===== src/rtl/pwm_timer_pkg.sv =====
package pwm_timer_pkg;
    typedef enum logic {
        ST_IDLE = 1'b0,
        ST_RUN  = 1'b1
    } run_state_t;

    localparam int unsigned ADDR_CTRL = 0;
    localparam int unsigned ADDR_DUTY = 1;
endpackage


===== src/rtl/pwm_regs.sv =====
module pwm_regs #(
    parameter int unsigned DATA_W = 8,
    parameter int unsigned ADDR_W = 2,
    parameter int unsigned PRES_W = 2
) (
    input  logic              clk,
    input  logic              rst_n,
    input  logic              bus_wr,
    input  logic [ADDR_W-1:0] bus_addr,
    input  logic [DATA_W-1:0] bus_wdata,
    output logic [DATA_W-1:0] bus_rdata,
    output logic              en,
    output logic [PRES_W-1:0] pres,
    output logic [DATA_W-2:0] duty
);
    import pwm_timer_pkg::*;

    localparam int unsigned EN_BIT = DATA_W - 1;
    localparam int unsigned PAD_W  = DATA_W - 1 - PRES_W;

    logic sel_ctrl;
    logic sel_duty;

    assign sel_ctrl = (bus_addr == ADDR_W'(ADDR_CTRL));
    assign sel_duty = (bus_addr == ADDR_W'(ADDR_DUTY));

    always_ff @(posedge clk) begin
        if (!rst_n) begin
            en   <= 1'b0;
            pres <= '0;
            duty <= '0;
        end else if (bus_wr) begin
            if (sel_ctrl) begin
                en   <= bus_wdata[EN_BIT];
                pres <= bus_wdata[PRES_W-1:0];
            end
            if (sel_duty) begin
                duty <= bus_wdata[DATA_W-2:0];
            end
        end
    end

    always_comb begin
        bus_rdata = '0;
        if (sel_ctrl) begin
            bus_rdata = {en, {PAD_W{1'b0}}, pres};
        end else if (sel_duty) begin
            bus_rdata = {1'b0, duty};
        end
    end
endmodule


===== src/rtl/pwm_counter.sv =====
module pwm_counter #(
    parameter int unsigned CNT_W  = 8,
    parameter int unsigned PRES_W = 2
) (
    input  logic                    clk,
    input  logic                    rst_n,
    input  logic                    tick_en,
    input  logic                    en,
    input  logic [PRES_W-1:0]       pres,
    output logic [CNT_W-1:0]        cnt,
    output pwm_timer_pkg::run_state_t state
);
    import pwm_timer_pkg::*;

    localparam int unsigned IDX_W = $clog2(CNT_W);

    run_state_t       state_d;
    logic [IDX_W-1:0] wrap_idx;
    logic [CNT_W-1:0] cnt_inc;
    logic             wrap_hit;

    // Next-state logic of the run-state machine
    always_comb begin
        state_d = state;
        unique case (state)
            ST_IDLE: if (en)  state_d = ST_RUN;   // IDLE_TO_RUN
            ST_RUN:  if (!en) state_d = ST_IDLE;  // RUN_TO_IDLE
            default: state_d = ST_IDLE;
        endcase
    end

    always_ff @(posedge clk) begin
        if (!rst_n) begin
            state <= ST_IDLE;
        end else begin
            state <= state_d;
        end
    end

    assign wrap_idx = IDX_W'(CNT_W - 1) - IDX_W'(pres);
    assign cnt_inc  = cnt + CNT_W'(1);
    assign wrap_hit = cnt_inc[wrap_idx];

    always_ff @(posedge clk) begin
        if (!rst_n || !en) begin
            cnt <= '0;
        end else if (state == ST_RUN && tick_en) begin
            cnt <= wrap_hit ? '0 : cnt_inc;
        end
    end
endmodule


===== src/rtl/pwm_compare.sv =====
module pwm_compare #(
    parameter int unsigned CNT_W  = 8,
    parameter int unsigned PRES_W = 2
) (
    input  logic [CNT_W-1:0]          cnt,
    input  logic [PRES_W-1:0]         pres,
    input  logic [CNT_W-2:0]          duty,
    input  logic                      en,
    input  pwm_timer_pkg::run_state_t state,
    output logic                      pwm_out
);
    import pwm_timer_pkg::*;

    localparam int unsigned IDX_W = $clog2(CNT_W);

    logic [IDX_W-1:0] wrap_idx;
    logic [CNT_W-1:0] low_mask;
    logic [CNT_W-1:0] low_bits;

    assign wrap_idx = IDX_W'(CNT_W - 1) - IDX_W'(pres);
    assign low_mask = (CNT_W'(1) << wrap_idx) - CNT_W'(1);
    assign low_bits = cnt & low_mask;

    always_comb begin
        pwm_out = 1'b0;
        unique case (state)
            ST_IDLE: pwm_out = 1'b0;
            ST_RUN:  pwm_out = en && ({1'b0, duty} > low_bits);
            default: pwm_out = 1'b0;
        endcase
    end
endmodule


===== src/rtl/pwm_tick_timer.sv =====
module pwm_tick_timer #(
    parameter int unsigned CNT_W  = 8,
    parameter int unsigned PRES_W = 2,
    parameter int unsigned ADDR_W = 2
) (
    input  logic              clk,
    input  logic              rst_n,
    input  logic              tick_en,
    input  logic              bus_wr,
    input  logic [ADDR_W-1:0] bus_addr,
    input  logic [CNT_W-1:0]  bus_wdata,
    output logic [CNT_W-1:0]  bus_rdata,
    output logic              pwm_out
);
    import pwm_timer_pkg::*;

    logic              en;
    logic [PRES_W-1:0] pres;
    logic [CNT_W-2:0]  duty;
    logic [CNT_W-1:0]  cnt;
    run_state_t        state;

    pwm_regs #(.DATA_W(CNT_W), .ADDR_W(ADDR_W), .PRES_W(PRES_W)) i_regs (
        .clk(clk), .rst_n(rst_n), .bus_wr(bus_wr), .bus_addr(bus_addr),
        .bus_wdata(bus_wdata), .bus_rdata(bus_rdata),
        .en(en), .pres(pres), .duty(duty)
    );

    pwm_counter #(.CNT_W(CNT_W), .PRES_W(PRES_W)) i_counter (
        .clk(clk), .rst_n(rst_n), .tick_en(tick_en), .en(en), .pres(pres),
        .cnt(cnt), .state(state)
    );

    pwm_compare #(.CNT_W(CNT_W), .PRES_W(PRES_W)) i_compare (
        .cnt(cnt), .pres(pres), .duty(duty), .en(en), .state(state),
        .pwm_out(pwm_out)
    );
endmodule


===== config.mk =====
export PLATFORM = sky130hd
export DESIGN_NAME = pwm_tick_timer
export DESIGN_NICKNAME = d
export VERILOG_FILES = /design/src/rtl/pwm_timer_pkg.sv /design/src/rtl/pwm_regs.sv /design/src/rtl/pwm_counter.sv /design/src/rtl/pwm_compare.sv /design/src/rtl/pwm_tick_timer.sv
export SDC_FILE = /design/constraint.sdc
export NUM_CORES = 1
export LEC_CHECK = 0
export BUFFER_PORTS_ARGS = -buffer_cell sky130_fd_sc_hd__buf_2
export CORE_MARGIN = 2
export CORE_UTILIZATION = 45
export CTS_BUF_LIST = sky130_fd_sc_hd__clkbuf_4 sky130_fd_sc_hd__clkbuf_8
export DETAILED_ROUTE_END_ITERATION = 7
export PLACE_DENSITY = 0.67
export SLEW_MARGIN = 20
export SYNTH_ARGS = -nofsm -noshare
export SYNTH_HDL_FRONTEND = slang
export SYNTH_SLANG_ARGS = --single-unit

===== constraint.sdc =====
create_clock -name clk -period 4.4 [get_ports clk]
set_input_delay 0.44 -clock clk [delete_from_list [all_inputs] [get_ports clk]]
set_output_delay 0.44 -clock clk [all_outputs]
set_load 0.005 [all_outputs]

==> impl_metrics.ini <==
[outcome]
outcome = complete, no violations

[logic_synthesis]
netlist_area_mm2 = 0.00125
ys_types = 37
synth.avg_cell_area_um2 = 8.05
syn_nets = 177
synth_top_area_frac = 0.305
post-synth-top-area-cell = dfxtp_1
synth_area_leaders = dfxtp_1 (30%), ha_1 (8.0%), nand2_1 (6.0%)
ys_warn_count = 0
synth-async-reset-ratio = 0
synth_seq_cells = 19
ys_seq_area_frac = 0.305
yosysMostFrequentCell = nand2_1
synth-edff-count = 0
netlist_instances = 155
synth_ff_type = dfxtp_1
synthTopCellsByCount = nand2_1 (20), dfxtp_1 (19), nand3_1 (13), nand4_1 (9), ha_1 (8)

[sta]
fin_worst_skew_ns = 0.00829
rsz0062_at_grt = false
fmax_mhz = 397
drv_slew = 0
hold_viol_final = 0
min_period_ns = 2.52
slew_headroom = 0.534
fin_crit_sh = 0.572
tightest_slew_ns = 0.698
tns_ns = 0
setup_viol = 0

[critical_path]
crit_slowest_cell = dfxtp_1
max_stage_delay_ns = 0.47
path_buf_inv = 1
cp_max_fo = 8
crit_cells = 8
crit_family = simple AND/OR/NAND/NOR gates
startpoint_type = flip-flop
regToRegSetupSlack_ns = 2.40
crit_path_end = pwm_out
ff2ff_path_depth = 6
arrival_ns = 2.08
crit_required_ns = 3.96
startpoint = i_regs.pres[1]
worst_r2r_endpoint = i_counter.cnt[5]
timing.rr.start = i_counter.cnt[0]
crit_chain = and2_1 -> nand2b_1 -> ha_1 -> and4_1 -> nand4_1 -> o2111ai_1 -> a31oi_1 -> buf_2
crit_path_end_kind = output port
crit_type = flip-flop to output port

[place]
numPortBuffers = 22
hpwl_um = 2250
place_congestion = 0.836

[power_and_ir_drop]
intPower_uw = 231
p_per_area_mw_per_mm2 = 220
pwr-share-comb = 0.101
p_switching_uw = 75.3
power_frac_seq = 0.583
leakage_uw = 0.000512
p_sw_frac = 0.246
power_uw = 306
peakVddDrop_uv = 140
clockPowerShare = 0.316

[route]
drc = 0
drtPass1Iterations = 4
ant_nets = 0
wirelength_um = 3030
drt_first_iter_violations = 39
num_vias = 1234
wl_per_cell_um = 14.7
via_per_inst = 5.99

[global_route]
grt_usage = 0.200
grt_pass1_wl_um = 5170
grt.overflow.total = 0
antenna_found_initial = 0
grt_max_degree = 14
grt_pass1_vias = 1162

[clock_tree]
cts.repair.resized = 0
hold_buffers = 0
postCtsSetupRepairBufs = 0
cts_tree = done
clkSinkCount = 19
cts_root_buf = clkbuf_4
numCtsBuffers = 3
clock_latency_ns = 0.31
clk_pin_slew_ns = 0.10
clockBufferDepth = 2
htree_num_levels = 1

[worst_hold_path]
hold_path.class = input port to flip-flop
hold_path_depth = 3

[die]
start_util = 0.464
dieArea_mm2 = 0.00321
die_h_um = 56.7
die_w_um = 56.7
coreArea_mm2 = 0.00269
ios = 23
num_rows = 19

[cells_and_area]
final_nets = 198
area_growth_pct = 11.8
diodes = 0
drive_gt1_frac = 0.177

[run]
maxCapViolCount = 0
## flip-flops by register name (all words and copies together) (netlist names)
name / count
i_regs.en: 1
i_counter.cnt: 8
i_regs.pres: 2
i_regs.duty: 7
i_counter.state: 1
## stage by stage
step                      setup WS [ns]   util  std cells  instance area [µm²]  hold slack [ns]
after CTS                          1.88  0.519        206                 1400            0.385
final                              1.88  0.519        206                 1400            0.389
after global placement             2.31  0.508        202                 1370            0.468
after global routing               1.73  0.519        206                 1400            0.387
after detailed placement           2.23  0.508        202                 1370            0.476
after floorplan                    2.49      -        155                 1250            0.456
## layout make-up
class / instances / area [µm²]
Inverter: 7 / 26.3
Fill cell: 279 / 1290
Sequential cell: 19 / 380
Clock buffer: 4 / 30.0
Multi-Input combinational cell: 123 / 810
Tap cell: 31 / 38.8
Timing Repair Buffer: 22 / 110
## power groups by stage
stage	registers [µW]	logic (µW)	clock network [µW]
finish	178	30.9	96.9
global route	179	34.9	108
CTS	178	31.2	99.2
detailed placement	182	31.0	0
global placement	182	29.1	0
floorplan	181	19.2	0
## cells in the final DEF, fill, tap and decap left out, types with 7 or more instances in the layout
master and count:
ha_1 8, buf_2 22, nand2_1 20, dfxtp_1 19, a21boi_0 7, inv_1 7, a21oi_1 7, nand3_1 13
nand4_1 9
## cell families (layout without fill, tap and decap cells)
group,after synthesis,count (layout),synth area share
xor+xnor,1,1,0.00702
mux,4,4,0.0321
buf+inv,13,33,0.0461
simple gates,80,80,0.348
compound gates,30,30,0.182
flops,19,19,0.305
fa+ha+maj,8,8,0.0802
## worst min path at each step
stage / start / slack, ns / to
2_1_floorplan: i_regs.duty[0] / 0.46 / i_regs.duty[0]
3_3_place_gp: i_counter.cnt[7] / 0.47 / i_counter.cnt[7]
3_5_place_dp: i_counter.cnt[7] / 0.48 / i_counter.cnt[7]
4_1_cts: bus_wdata[4] / 0.39 / i_regs.duty[4]
5_1_grt: bus_wdata[6] / 0.39 / i_regs.duty[6]
6_report: bus_wdata[6] / 0.39 / i_regs.duty[6]
## worst register-to-register path, cell delays in order, from the launching register on
cell and delay, ns:
dfxtp_1 0.50, ha_1 0.23, inv_1 0.09, or3_1 0.34, a211o_1 0.46, nand4b_1 0.17
a31oi_1 0.09
## routing by layer
| layer | GRT usage | part of all wire |
|---|---|---|
| met5 | 0 | 0 |
| met4 | 0.0612 | 0.014 |
| met3 | 0.0207 | 0.062 |
| met2 | 0.349 | 0.49 |
| met1 | 0.258 | 0.43 |
Power figures use the tool's default switching activity.
